==> config.mk <==
export PLATFORM = sky130hd
export DESIGN_NAME = exc_entry_ret
export DESIGN_NICKNAME = d
export VERILOG_FILES = /design/src/rtl/exc_pkg.sv /design/src/rtl/exc_arbiter.sv /design/src/rtl/exc_vec_calc.sv /design/src/rtl/exc_bank.sv /design/src/rtl/exc_entry_ret.sv
export SDC_FILE = /design/constraint.sdc
export NUM_CORES = 1
export LEC_CHECK = 0
export CAP_MARGIN = 20
export CORE_ASPECT_RATIO = 1.75
export CORE_MARGIN = 2
export CORE_UTILIZATION = 30
export CTS_CLUSTER_DIAMETER = 50
export DETAILED_ROUTE_END_ITERATION = 12
export PLACE_DENSITY = 0.54
export SETUP_SLACK_MARGIN = 0.2
export SYNTH_ARGS = -nofsm -noshare
export SYNTH_HDL_FRONTEND = slang
export SYNTH_SLANG_ARGS = --single-unit
==> constraint.sdc <==
create_clock -name clk -period 2.89 [get_ports clk]
set_input_delay 0.578 -clock clk [delete_from_list [all_inputs] [get_ports clk]]
set_output_delay 0.578 -clock clk [all_outputs]
set_load 0.01 [all_outputs]
==> src/rtl/exc_pkg.sv <==
package exc_pkg;
   typedef enum logic [1:0] {
      KIND_SYNC = 2'd0,
      KIND_IRQ  = 2'd1,
      KIND_FIQ  = 2'd2,
      KIND_SERR = 2'd3
   } exc_kind_e;

   typedef enum logic [1:0] {
      GRP_SAME_SP0 = 2'd0,
      GRP_SAME_SPX = 2'd1,
      GRP_LOW_64   = 2'd2,
      GRP_LOW_32   = 2'd3
   } vec_grp_e;

   // group chosen from source context
   function automatic vec_grp_e pick_group(input logic same_lvl,
                                           input logic sp_own,
                                           input logic low32);
      if (same_lvl) return sp_own ? GRP_SAME_SPX : GRP_SAME_SP0;
      return low32 ? GRP_LOW_32 : GRP_LOW_64;
   endfunction
endpackage

==> src/rtl/exc_arbiter.sv <==
module exc_arbiter
   import exc_pkg::*;
(
   input  logic      sync_req,
   input  logic      irq_req,
   input  logic      fiq_req,
   input  logic      serr_req,
   input  logic      eret_req,
   output logic      take_exc,
   output exc_kind_e kind,
   output logic      take_ret
);
   always_comb begin
      take_exc = sync_req | irq_req | fiq_req | serr_req;
      if (sync_req)      kind = KIND_SYNC;
      else if (serr_req) kind = KIND_SERR;
      else if (fiq_req)  kind = KIND_FIQ;
      else               kind = KIND_IRQ;
      // an exception pre-empts a return in the same cycle
      take_ret = eret_req & ~take_exc;
   end
endmodule

==> src/rtl/exc_vec_calc.sv <==
module exc_vec_calc
   import exc_pkg::*;
#(
   parameter int NUM_LVL = 4,
   parameter int ADDR_W  = 32,
   parameter int LVL_W   = 2,
   parameter int SLOT_LG = 7
) (
   input  logic [ADDR_W-1:0] base,
   input  logic [LVL_W-1:0]  cur_lvl,
   input  logic [LVL_W-1:0]  tgt_lvl,
   input  logic              sp_own,
   input  logic              low32,
   input  exc_kind_e         kind,
   output logic [ADDR_W-1:0] handler,
   output logic              legal
);
   vec_grp_e   grp;
   logic [3:0] slot;

   always_comb begin
      grp     = pick_group(tgt_lvl == cur_lvl, sp_own, low32);
      slot    = {grp, kind};
      handler = base + (ADDR_W'(slot) << SLOT_LG);
      legal   = (tgt_lvl != '0) && (tgt_lvl >= cur_lvl)
                && (int'(tgt_lvl) < NUM_LVL);
   end
endmodule

==> src/rtl/exc_bank.sv <==
module exc_bank #(
   parameter int NUM_LVL  = 4,
   parameter int ADDR_W   = 32,
   parameter int STAT_W   = 8,
   parameter int LVL_W    = 2,
   parameter int ALIGN_LG = 11
) (
   input  logic              clk,
   input  logic              rst_n,
   input  logic              vb_we,
   input  logic [LVL_W-1:0]  vb_sel,
   input  logic [ADDR_W-1:0] vb_wdata,
   input  logic              sv_en,
   input  logic [LVL_W-1:0]  sv_lvl,
   input  logic [ADDR_W-1:0] sv_pc,
   input  logic [STAT_W-1:0] sv_st,
   input  logic [LVL_W-1:0]  vec_lvl,
   output logic [ADDR_W-1:0] vec_base,
   input  logic [LVL_W-1:0]  ret_lvl,
   output logic [ADDR_W-1:0] ret_pc,
   output logic [STAT_W-1:0] ret_st
);
   logic [NUM_LVL-1:0][ADDR_W-1:0] base_v;
   logic [NUM_LVL-1:0][ADDR_W-1:0] link_v;
   logic [NUM_LVL-1:0][STAT_W-1:0] stat_v;

   for (genvar g = 0; g < NUM_LVL; g++) begin : g_lvl
      if (g == 0) begin : g_none
         // level 0 never takes exceptions: no storage
         assign base_v[g] = '0;
         assign link_v[g] = '0;
         assign stat_v[g] = '0;
      end else begin : g_reg
         logic [ADDR_W-1:0] base_q;
         logic [ADDR_W-1:0] link_q;
         logic [STAT_W-1:0] stat_q;
         always_ff @(posedge clk) begin
            if (!rst_n) begin
               base_q <= '0;
               link_q <= '0;
               stat_q <= '0;
            end else begin
               if (vb_we && vb_sel == LVL_W'(g))
                  base_q <= {vb_wdata[ADDR_W-1:ALIGN_LG], {ALIGN_LG{1'b0}}};
               if (sv_en && sv_lvl == LVL_W'(g)) begin
                  link_q <= sv_pc;
                  stat_q <= sv_st;
               end
            end
         end
         assign base_v[g] = base_q;
         assign link_v[g] = link_q;
         assign stat_v[g] = stat_q;
      end
   end

   assign vec_base = base_v[vec_lvl];
   assign ret_pc   = link_v[ret_lvl];
   assign ret_st   = stat_v[ret_lvl];
endmodule

==> src/rtl/exc_entry_ret.sv <==
module exc_entry_ret
   import exc_pkg::*;
#(
   parameter int NUM_LVL    = 4,
   parameter int ADDR_W     = 32,
   parameter int STAT_W     = 8,
   parameter int SLOT_BYTES = 128,
   localparam int LVL_W     = $clog2(NUM_LVL),
   localparam int SLOT_LG   = $clog2(SLOT_BYTES),
   localparam int ALIGN_LG  = SLOT_LG + 4
) (
   input  logic              clk,
   input  logic              rst_n,
   input  logic [ADDR_W-1:0] pc_in,
   input  logic [STAT_W-1:0] status_in,
   input  logic              sp_own_in,
   input  logic              low32_in,
   input  logic              sync_req,
   input  logic              irq_req,
   input  logic              fiq_req,
   input  logic              serr_req,
   input  logic [LVL_W-1:0]  tgt_lvl,
   input  logic              eret_req,
   input  logic              vb_we,
   input  logic [LVL_W-1:0]  vb_sel,
   input  logic [ADDR_W-1:0] vb_wdata,
   output logic [LVL_W-1:0]  lvl_out,
   output logic              redirect,
   output logic [ADDR_W-1:0] redirect_pc,
   output logic [STAT_W-1:0] status_out,
   output logic              fault
);
   // elaboration-time parameter checks
   if (NUM_LVL < 2 || NUM_LVL > 4) begin : g_bad_lvl
      $error("NUM_LVL must be 2..4");
   end
   if ((1 << SLOT_LG) != SLOT_BYTES) begin : g_bad_slot
      $error("SLOT_BYTES must be a power of two");
   end
   if (ALIGN_LG >= ADDR_W) begin : g_bad_addr
      $error("ADDR_W too small for one vector table");
   end
   if (STAT_W <= LVL_W) begin : g_bad_stat
      $error("STAT_W must exceed the level field");
   end

   logic              take_exc, take_ret, legal;
   exc_kind_e         kind;
   logic [ADDR_W-1:0] vec_base, handler, ret_pc;
   logic [STAT_W-1:0] ret_st;
   logic [LVL_W-1:0]  lvl_q;
   logic              redirect_q, fault_q;
   logic [ADDR_W-1:0] pc_q;
   logic [STAT_W-1:0] st_q;

   exc_arbiter u_arb (
      .sync_req (sync_req),
      .irq_req  (irq_req),
      .fiq_req  (fiq_req),
      .serr_req (serr_req),
      .eret_req (eret_req),
      .take_exc (take_exc),
      .kind     (kind),
      .take_ret (take_ret)
   );

   exc_vec_calc #(
      .NUM_LVL (NUM_LVL),
      .ADDR_W  (ADDR_W),
      .LVL_W   (LVL_W),
      .SLOT_LG (SLOT_LG)
   ) u_vec (
      .base    (vec_base),
      .cur_lvl (lvl_q),
      .tgt_lvl (tgt_lvl),
      .sp_own  (sp_own_in),
      .low32   (low32_in),
      .kind    (kind),
      .handler (handler),
      .legal   (legal)
   );

   exc_bank #(
      .NUM_LVL  (NUM_LVL),
      .ADDR_W   (ADDR_W),
      .STAT_W   (STAT_W),
      .LVL_W    (LVL_W),
      .ALIGN_LG (ALIGN_LG)
   ) u_bank (
      .clk      (clk),
      .rst_n    (rst_n),
      .vb_we    (vb_we),
      .vb_sel   (vb_sel),
      .vb_wdata (vb_wdata),
      .sv_en    (take_exc & legal),
      .sv_lvl   (tgt_lvl),
      .sv_pc    (pc_in),
      .sv_st    (status_in),
      .vec_lvl  (tgt_lvl),
      .vec_base (vec_base),
      .ret_lvl  (lvl_q),
      .ret_pc   (ret_pc),
      .ret_st   (ret_st)
   );

   always_ff @(posedge clk) begin
      if (!rst_n) begin
         lvl_q      <= LVL_W'(NUM_LVL - 1);
         redirect_q <= 1'b0;
         fault_q    <= 1'b0;
         pc_q       <= '0;
         st_q       <= '0;
      end else begin
         redirect_q <= 1'b0;
         fault_q    <= 1'b0;
         if (take_exc) begin
            if (legal) begin
               lvl_q      <= tgt_lvl;
               redirect_q <= 1'b1;
               pc_q       <= handler;
               st_q       <= {status_in[STAT_W-1:LVL_W], tgt_lvl};
            end else begin
               fault_q <= 1'b1;
            end
         end else if (take_ret) begin
            if (lvl_q == '0) begin
               fault_q <= 1'b1;
            end else begin
               lvl_q      <= ret_st[LVL_W-1:0];
               redirect_q <= 1'b1;
               pc_q       <= ret_pc;
               st_q       <= ret_st;
            end
         end
      end
   end

   assign lvl_out     = lvl_q;
   assign redirect    = redirect_q;
   assign redirect_pc = pc_q;
   assign status_out  = st_q;
   assign fault       = fault_q;
endmodule

==> flow_summary.json <==
{
  "die_w_um": 143.4,
  "final_area_um2": 12840,
  "area_growth_pct": 25.78,
  "die_y_um": 248.0,
  "dieArea_um2": 35580,
  "drc": 0,
  "cp_slowest_cell": "clkdlybuf4s50_1",
  "r2r_end": "redirect_pc[28]",
  "grt-ovfl-total": 0,
  "rows": 89,
  "n_fill_cell": 3472,
  "drtPass1Iterations": 7,
  "hold_buffers": 0,
  "p_per_area_nw_per_um2": 617.4,
  "post_cts_buffers": 0,
  "power_mw": 7.927,
  "synth.distinct_cells": 45,
  "worstHoldPathCells": 2,
  "gp_congestion": 0.7545,
  "antenna_found_initial": 1,
  "ys_warn_count": 0,
  "crit_required_ps": 2310,
  "cp_slowest_stage_delay_ps": 650,
  "r2r_setup_slack_ps": 710,
  "grt_setup_unrepaired": "no",
  "first_global_vias": 8748,
  "synth_cells": 1150,
  "cts_buffer_depth": 3,
  "end_kind": "output port",
  "ir_worst_vdd_v": 0.0003519,
  "r2r_start": "lvl_out[0]",
  "drive_gt1_frac": 0.1334,
  "maxCapViolCount": 0,
  "rr_worst_depth": 6,
  "place_hpwl_mm": 20.85,
  "clk_latency_ps": 530,
  "path_buf_inv": 2,
  "synth_nets": 1238,
  "io_buffers": 118,
  "final_core_util": 0.3818,
  "combPwrFrac": 0.195,
  "cts_buffers": 24,
  "relSlewSlack": 0.5297,
  "fin_crit_ps": 2594,
  "grt_start_max_net_pins": 65,
  "finalCritPeriodShare": 0.8975,
  "seqPwrFrac": 0.431,
  "synth.ff_latch_count": 227,
  "core-area_um2": 33630,
  "setup_viol": 0,
  "drv_slew": 0,
  "drt_wl_total_mm": 32.55,
  "path_class": "flop to output port",
  "hold-path-endpoint": "u_bank.g_lvl[1].g_reg.base_q[23]",
  "io_pins": 130,
  "start_kind": "flop",
  "ctsResizeCount": 0,
  "final.setup.tns_ps": 0,
  "cts_tree": "done",
  "total_leakage_power_nw": 4.605,
  "seq_area_frac_synth": 0.4452,
  "max_freq_mhz": 385.5,
  "clk_pin_slew_ps": 60,
  "async_flop_share": 0,
  "final_net_count": 1324,
  "post_drt_via_cell_ratio": 5.244,
  "path_delay_family": "buffers and inverters",
  "netlist_area_um2": 10210,
  "hold_viol": 0,
  "p_clk_frac": 0.374,
  "synth-main-ff-cell": "dfxtp_1",
  "grt_use_total": 0.1815,
  "p_switching_mw": 2.325,
  "hold_ws_ps": 451.9,
  "worstMarginPinSlew_ps": 705.4,
  "p_int_mw": 5.602,
  "start_util": 0.3036,
  "htree_levels": 1,
  "swShare": 0.2933,
  "cp.arrival_ps": 2020,
  "synth_edf_count": 0,
  "root_buffer": "clkbuf_16",
  "wl_per_cell_um": 19.07,
  "path_max_fanout": 35,
  "avgSynthCellArea_um2": 8.877,
  "min-delay-start": "u_bank.g_lvl[1].g_reg.base_q[23]",
  "ant_nets": 0,
  "place_area_um2": 12090,
  "cts_num_sinks": 227,
  "grt_pass1_wl_mm": 50.25,
  "outcome": "finished clean",
  "cp_cell_sequence": "buf_4 -> clkdlybuf4s50_1",
  "fin_skew_ps": 15.71,
  "antenna_cells": 0,
  "via_count": 8952,
  "drt_iter0_drc": 561,
  "min_path_type": "flop to flop"
}
layer usage:
metal	GRT usage	share of wire
met1	0.2257	0.42
met3	0.02268	0.046
met5	0	0.00049
met4	0.06949	0.032
met2	0.3178	0.50
synthesized netlist by cell type, types with 2 or more instances:
cell       instances  share of area
buf_6              2         0.0022
o21ai_0            7         0.0034
o221ai_1           3         0.0026
nor4_2             2         0.0025
clkbuf_1          77          0.028
mux2i_1           97          0.095
a21oi_1          117          0.057
buf_1              7         0.0026
nand4_1           40          0.025
nand2_1          265          0.097
nor3_1             2        0.00098
o21a_1            22          0.016
o2bb2ai_1          7         0.0060
dfxtp_1          227           0.45
ha_1               2         0.0025
o31ai_1           40          0.029
nand3_1           16         0.0078
nor2_1             4         0.0015
a221oi_1          35          0.030
o22ai_1            7         0.0043
buf_2             26          0.013
nor2b_1            2         0.0012
inv_1              4         0.0015
mux2_2            45          0.050
o211ai_1           9         0.0066
a221oi_2          10          0.015
nand3b_1          10         0.0074
buf_4              6         0.0044
and3_1            23          0.014
a211oi_1          21          0.015
metrics by stage:
stage / setup WS (ps) / cells
6_report: 296.2 / 1707
5_1_grt: 213.3 / 1707
4_1_cts: 265.1 / 1707
3_5_place_dp: 31.62 / 1665
3_3_place_gp: 77.21 / 1665
2_1_floorplan: 347.3 / 1150
state kept, by name (all words and copies together), names as in the netlist:
| signal | count |
|---|---|
| fault | 1 |
| u_bank.g_lvl.g_reg.link_q | 96 |
| lvl_out | 2 |
| redirect | 1 |
| u_bank.g_lvl.g_reg.stat_q | 24 |
| redirect_pc | 32 |
| u_bank.g_lvl.g_reg.base_q | 63 |
| status_out | 8 |
worst max path at each step:
stage	endpoint	slack, ps	cells after the start	start
floorplan	redirect_pc[19]	350	10	lvl_out[1]
global placement	status_out[4]	80	9	tgt_lvl[0]
detailed placement	status_out[5]	30	9	tgt_lvl[0]
CTS	lvl_out[1]	270	2	lvl_out[1]
global route	lvl_out[1]	210	2	lvl_out[1]
finish	lvl_out[1]	300	2	lvl_out[1]
layout make-up:
type	instances	area [µm²]	share of cell area
Multi-Input combinational cell	799	5172	0.4028
Sequential cell	227	4546	0.3540
Timing Repair Buffer	178	1779	0.1386
Clock buffer	33	684.4	0.05330
Tap cell	455	569.3	0.04434
Clock inverter	9	65.06	0.005067
Inverter	6	23.77	0.001851
power groups by stage:
stage / logic, mW / clock network (mW) / registers (mW)
final: 1.55 / 2.96 / 3.42
after global routing: 1.65 / 3.17 / 3.44
after CTS: 1.56 / 3.05 / 3.41
after detailed placement: 1.55 / 0 / 3.48
after global placement: 1.54 / 0 / 3.48
after floorplan: 0.854 / 0 / 3.47
placed cells by master (no fill, tap or decap), types with 5 or more instances in the layout:
cell type	synthesis	final
nand3_1	16	16
o22ai_1	7	7
clkinv_2	0	6
buf_4	6	49
dfxtp_1	227	226
a221oi_1	35	35
a221oi_2	10	10
buf_12	0	12
a211oi_1	21	21
nand3b_1	10	10
clkdlybuf4s50_1	0	117
mux2i_1	97	97
mux2_2	45	45
and3_1	23	23
a21oi_1	117	116
clkbuf_8	0	5
nand4_1	40	40
clkbuf_16	0	24
o21ai_0	7	7
o31ai_1	40	40
nand2_1	265	265
o2bb2ai_1	7	7
o211ai_1	9	9
o21a_1	22	22
cell families (layout without fill, tap and decap cells):
| logic type | Yosys count | count (layout) | share of synthesized area |
|---|---|---|---|
| simple gates | 371 | 371 | 0.1636 |
| fa+ha+maj | 2 | 2 | 0.002451 |
| buf+inv | 124 | 226 | 0.05246 |
| flops | 227 | 227 | 0.4452 |
| compound gates | 284 | 284 | 0.1916 |
| mux | 142 | 142 | 0.1447 |
tightest hold or removal path: stages (launching register included):
cell and delay, ps:
dfxtp_1 310, nand2_1 50, a21oi_1 50
(Power assumes the default switching activity.)
